--- src/rtl/pe_pkg.sv ---
package pe_pkg;
    // Fan-in of one priority cell in the tree.
    localparam int unsigned PE_CELL_WAYS  = 4;
    localparam int unsigned PE_CELL_BITS  = $clog2(PE_CELL_WAYS);
    // Default trellis size (constraint length 9 gives 256 states).
    localparam int unsigned PE_DEF_STATES = 256;

    typedef logic [PE_CELL_BITS-1:0] cell_idx_t;
endpackage

--- src/rtl/pe4_cell.sv ---
module pe4_cell
    import pe_pkg::*;
(
    input  logic [PE_CELL_WAYS-1:0] req,
    output logic                    vld,
    output cell_idx_t               idx
);
    // The lowest request wins. The index stays 0 when nothing is requested.
    always_comb begin
        vld = |req;
        idx = '0;
        for (int i = PE_CELL_WAYS - 1; i >= 0; i--) begin
            if (req[i]) begin
                idx = cell_idx_t'(i);
            end
        end
    end
endmodule

--- src/rtl/pe_tree.sv ---
module pe_tree
    import pe_pkg::*;
#(
    parameter  int unsigned WIDTH = PE_DEF_STATES,
    localparam int unsigned IW    = $clog2(WIDTH)
) (
    input  logic [WIDTH-1:0] flags,
    output logic             vld,
    output logic [IW-1:0]    idx
);
    generate
        if (WIDTH == PE_CELL_WAYS) begin : g_leaf
            pe4_cell u_cell (
                .req (flags),
                .vld (vld),
                .idx (idx)
            );
        end else begin : g_node
            localparam int unsigned SUB = WIDTH / PE_CELL_WAYS;
            localparam int unsigned SW  = IW - PE_CELL_BITS;

            logic [PE_CELL_WAYS-1:0]         sub_vld;
            logic [PE_CELL_WAYS-1:0][SW-1:0] sub_idx;
            cell_idx_t                       grp;

            for (genvar g = 0; g < PE_CELL_WAYS; g++) begin : g_sub
                pe_tree #(.WIDTH(SUB)) u_sub (
                    .flags (flags[g*SUB +: SUB]),
                    .vld   (sub_vld[g]),
                    .idx   (sub_idx[g])
                );
            end

            // Pick the first group that reports a survivor.
            pe4_cell u_sel (
                .req (sub_vld),
                .vld (vld),
                .idx (grp)
            );

            assign idx = {grp, sub_idx[grp]};
        end
    endgenerate
endmodule

--- src/rtl/state_start_picker.sv ---
module state_start_picker
    import pe_pkg::*;
#(
    parameter  int unsigned NUM_STATES = PE_DEF_STATES,
    localparam int unsigned IDX_W      = $clog2(NUM_STATES)
) (
    input  logic                  clk,
    input  logic                  rst_n,
    input  logic [NUM_STATES-1:0] state_flags,
    output logic [IDX_W-1:0]      start_state,
    output logic                  any_active
);
    logic             tree_vld;
    logic [IDX_W-1:0] tree_idx;

    pe_tree #(.WIDTH(NUM_STATES)) u_tree (
        .flags (state_flags),
        .vld   (tree_vld),
        .idx   (tree_idx)
    );

    // Output register. The index is forced to zero when nothing survives.
    always_ff @(posedge clk) begin
        if (!rst_n) begin
            start_state <= '0;
            any_active  <= 1'b0;
        end else begin
            any_active  <= tree_vld;
            start_state <= tree_vld ? tree_idx : '0;
        end
    end
endmodule

--- config.mk ---
export PLATFORM = sky130hd
export DESIGN_NAME = state_start_picker
export DESIGN_NICKNAME = d
export VERILOG_FILES = /design/src/rtl/pe_pkg.sv /design/src/rtl/pe4_cell.sv /design/src/rtl/pe_tree.sv /design/src/rtl/state_start_picker.sv
export SDC_FILE = /design/constraint.sdc
export NUM_CORES = 1
export LEC_CHECK = 0
export ABC_CLOCK_PERIOD_IN_PS = 5000
export BUFFER_PORTS_ARGS = -buffer_cell sky130_fd_sc_hd__buf_2
export CAP_MARGIN = 20
export CORE_UTILIZATION = 27
export DETAILED_ROUTE_END_ITERATION = 8
export PLACE_DENSITY = 0.59
export SYNTH_ARGS = -nofsm -noshare
export SYNTH_HDL_FRONTEND = slang
export SYNTH_HIERARCHICAL = 1
export SYNTH_SLANG_ARGS = --single-unit
--- constraint.sdc ---
create_clock -name clk -period 5 [get_ports clk]
set_clock_uncertainty 0.15 [all_clocks]
set_input_delay 1.5 -clock clk [delete_from_list [all_inputs] [get_ports clk]]
set_output_delay 1.5 -clock clk [all_outputs]
set_load 0.05 [all_outputs]
=== After elaboration in Yosys (flattened, before gate mapping) ===
Cells that the tools add are included.
Widths: inputs -> output; s select.

* Register bits after elaboration: 9
* Bits of input ports: 258
* Output and inout bits: 9
* Word-level logic and storage cells: 491

* Magnitude comparators: 21
* Multiplexer cells: 382
* Reductions and logical operators: 86

{| class="wikitable"
|+ Operators with widths
! kind !! number
|-
| $mux 2 || 356
|-
| $reduce_or 16->1 || 16
|-
| $reduce_or 256->1 || 1
|-
| $reduce_or 4->1 || 64
|-
| $reduce_or 64->1 || 4
|-
| $bmux 2 s2 || 16
|-
| $lt 2x3->1 const B || 21
|-
| $bmux 4 s2 || 4
|-
| $mux 4 || 4
|-
| $bmux 6 s2 || 1
|-
| $mux 6 || 1
|-
| $reduce_and 2->1 || 1
|}

=== Logic depth before layout (Yosys ltp) ===
* Depth after elaboration: 11
* Gate-level depth with buffers: 11

=== Modules after synthesis ===
The synthesis kept the hierarchy.

{| class="wikitable"
|+ Modules (own cells, without submodules)
! module !! times used !! cells each !! area each (µm²) !! sequential area each (µm²)
|-
| pe4_cell || 85 || 7 || 35.0 || 0.0
|-
| pe_tree at u_tree.g_node.g_sub[0].u_sub.g_node.g_sub[0].u_sub ... || 16 || 2 || 52.6 || 0.0
|-
| pe_tree at u_tree.g_node.g_sub[0].u_sub ... || 4 || 4 || 105.1 || 0.0
|-
| state_start_picker || 1 || 18 || 237.7 || 180.2
|-
| pe_tree at u_tree || 1 || 7 || 146.4 || 0.0
|}

=== Least setup slack after synthesis ===
No wires, ideal clock.

* Kind: input port to flip-flop
* Start point: input port state_flags[218]
* End point: register start_state[0]
* Arrival time: 3668 ps
* Slack: 1066 ps
* Cell stages on the path: 8
* Cell sequence: nor2_1 > nand2_1 > nand2b_1 > a21oi_2 > mux4_1 > mux4_1 > mux4_2 > and3_1

{| class="wikitable"
|+ RTL lines
! what !! RTL line !! source
|-
| start: declaration || state_start_picker.sv:9 || <nowiki>input logic [NUM_STATES-1:0] state_flags,</nowiki>
|-
| end signal: assignment || state_start_picker.sv:29 || <nowiki>start_state <= tree_vld ? tree_idx : '0;</nowiki>
|-
| end: declaration || state_start_picker.sv:10 || <nowiki>output logic [IDX_W-1:0] start_state,</nowiki>
|}

==> results_dict.tcl <==
set metrics [dict create \
    grt_start_max_net_pins 10 \
    place_area_sq_um 6220 \
    netSwitchingPower_mw 0.203 \
    vdd_drop_max_mv 0.0788 \
    core-area_sq_um 16600 \
    dr.max_layer_used "met4" \
    ys_seq_area_share_pct 3.90 \
    swShare_pct 36.9 \
    utilization_pct 37.8 \
    port_buffers 266 \
    hold_path_end "start_state[1]$_SDFF_PN0_" \
    grt_pass1_vias 5134 \
    antenna_found_initial 0 \
    fin_area_sq_um 6300 \
    crit_type "in2reg" \
    tritoncts "done" \
    rsz0062_at_grt "false" \
    clock_path_buffers 2 \
    yosysTopAreaCellShare_pct 27.3 \
    vias_per_cell 4.67 \
    cts-htree-levels 1 \
    setup_viol 0 \
    synth_top_area_cell "mux4_1" \
    ys_types 12 \
    ys_warn_count 6 \
    syn_nets 926 \
    layout_commonest_cell "buf_2" \
    clkPwrFrac_pct 25.7 \
    synthToLayoutAreaGrowth_pct 36.2 \
    cts_buffers 3 \
    clock_sinks 9 \
    cap_violations 0 \
    initial_core_util_pct 27.8 \
    die_area_sq_um 17700 \
    slew_violations 0 \
    multi_input_area_sq_um 4110 \
    min_delay_path_depth 2 \
    postCtsHoldBufs 0 \
    outcome "finished, final reports clean" \
    die_y_um 133 \
    fill_cells 1741 \
    drtAntennaViolNets 0 \
    critPathLaunchType "primary input" \
    min_period_over_period_pct 82.6 \
    grt.total_usage_pct 17.0 \
    critPathMaxFanout 3 \
    worstSetupEndpointType "flip-flop" \
    required_ps 4980 \
    p_leak_nw 3.03 \
    layout.nets 1196 \
    wl_met3_um 1020 \
    arrival_ps 4110 \
    die_x_um 133 \
    vias 5400 \
    hpwl_um 14300 \
    post-route-min-period_ps 4130 \
    avgSynthCellArea_sq_um 6.92 \
    drc 0 \
    p_int_mw 0.347 \
    yosys-top-cells-area "mux4_1, a21oi_2, nor2_1" \
    drive_above_1_share_pct 38.6 \
    wire_per_inst_um 13.2 \
    crit_path_cell_trace "buf_2 > nor2_1 > nand2_1 > nand2b_1 > a21oi_2 > mux4_1 > mux4_1 > mux4_2 > and3_1" \
    fmax_mhz 242 \
    cts_setup_buffers 0 \
    ys_ff_latch 9 \
    min_path_type "in2reg" \
    gr-total-overflow 0 \
    syn_inst 668 \
    p_seq_share_pct 13.4 \
    hold_violations 0 \
    tightest_slew_ps 819 \
    setup_tns_ps 0 \
    cp_common_cell "mux4_1" \
    max_slew_margin_pct 45.0 \
    final_cell_mix "buf_2, nor2_1" \
    wl_um 15300 \
    dr_wl_met2_um 7570 \
    min_from "rst_n" \
    whs_ps 1450 \
    ff_latch_area_sq_um 180 \
    place.gp.congestion 0.851 \
    cp_slowest_stage_delay_ps 610 \
    path_clk_slew_ps 40 \
    cts_resized 0 \
    wl_met1_um 6630 \
    grt_pass1_wl_um 24100 \
    ctsRootBufferMaster "clkbuf_16" \
    syn_area_sq_um 4620 \
    drt_iter0_drc 158 \
    ios 267 \
    n_antenna_cell 0 \
    combPwrFrac_pct 60.9 \
    cp_slowest_cell "mux4_1" \
    rows 47 \
    power_density_nw_per_um2 87.3 \
    drt_first_pass_iters 4 \
]
## cell type report
type | count | area share (%)
clock buffer | 3 | 1.19
tap | 220 | 4.37
clock inverter | 1 | 0.0795
sequential | 9 | 2.86
timing repair buffer | 266 | 21.1
multi-input combinational | 573 | 65.3
inverter | 85 | 5.07
## critical path: cells and delay by family
kind | cells | cell delay (ps)
compound gates | 1 | 230
buf+inv | 1 | 100
simple gates | 4 | 580
mux | 3 | 1690
## state kept, by name, indices dropped and copies added, names as in the netlist
signal and cells:
start_state 8, any_active 1
## layer usage
layer	GRT usage (%)	vias up
li1	-	2862
met1	21.0	2331
met2	31.6	195
met3	2.68	12
met4	2.04	0
met5	0	-
## Yosys cell counts
cell type	instances
nor2_1	170
a21oi_2	85
inv_1	85
nand2_1	85
nand2b_1	85
nor3_1	85
mux4_1	48
dfxtp_1	9
and3_1	8
mux4_2	6
and2_2	1
buf_6	1
## per-stage QoR
stage	total power [mW]	setup slack, ps	cells
after global routing	0.595	735	1157
after CTS	0.556	865	1157
final	0.550	870	1157
after detailed placement	0.412	657	1153
after floorplan	0.236	1070	668
after global placement	0.407	664	1153
## worst max-delay path by stage
stage	start	to	slack, ps	depth (start not counted)
2_1_floorplan	state_flags[218]	start_state[0]$_SDFF_PN0_	1070	8
3_3_place_gp	state_flags[170]	start_state[1]$_SDFF_PN0_	660	9
3_5_place_dp	state_flags[26]	start_state[0]$_SDFF_PN0_	660	9
4_1_cts	state_flags[26]	start_state[0]$_SDFF_PN0_	860	9
5_1_grt	state_flags[26]	start_state[1]$_SDFF_PN0_	740	9
6_report	state_flags[26]	start_state[1]$_SDFF_PN0_	870	9
## kinds of logic (layout without fill, tap and decap cells)
logic type             count (synthesis)  count (layout)  synth area share (%)
DFF                                    9               9                  3.90
buffers and inverters                 86             355                  7.14
muxes                                 54              54                  30.2
AOI/OAI and AO/OA                     85              85                  16.1
and+or+nand+nor                      434             434                  42.7
## power groups by stage
stage	Clock (mW)	Sequential, mW	Combinational, mW
final	0.141	0.0738	0.335
after global routing	0.148	0.0739	0.373
after CTS	0.144	0.0738	0.338
after detailed placement	0	0.0750	0.337
after global placement	0	0.0750	0.332
after floorplan	0	0.0798	0.156
Note: power is estimated with default switching activity, not from simulation.
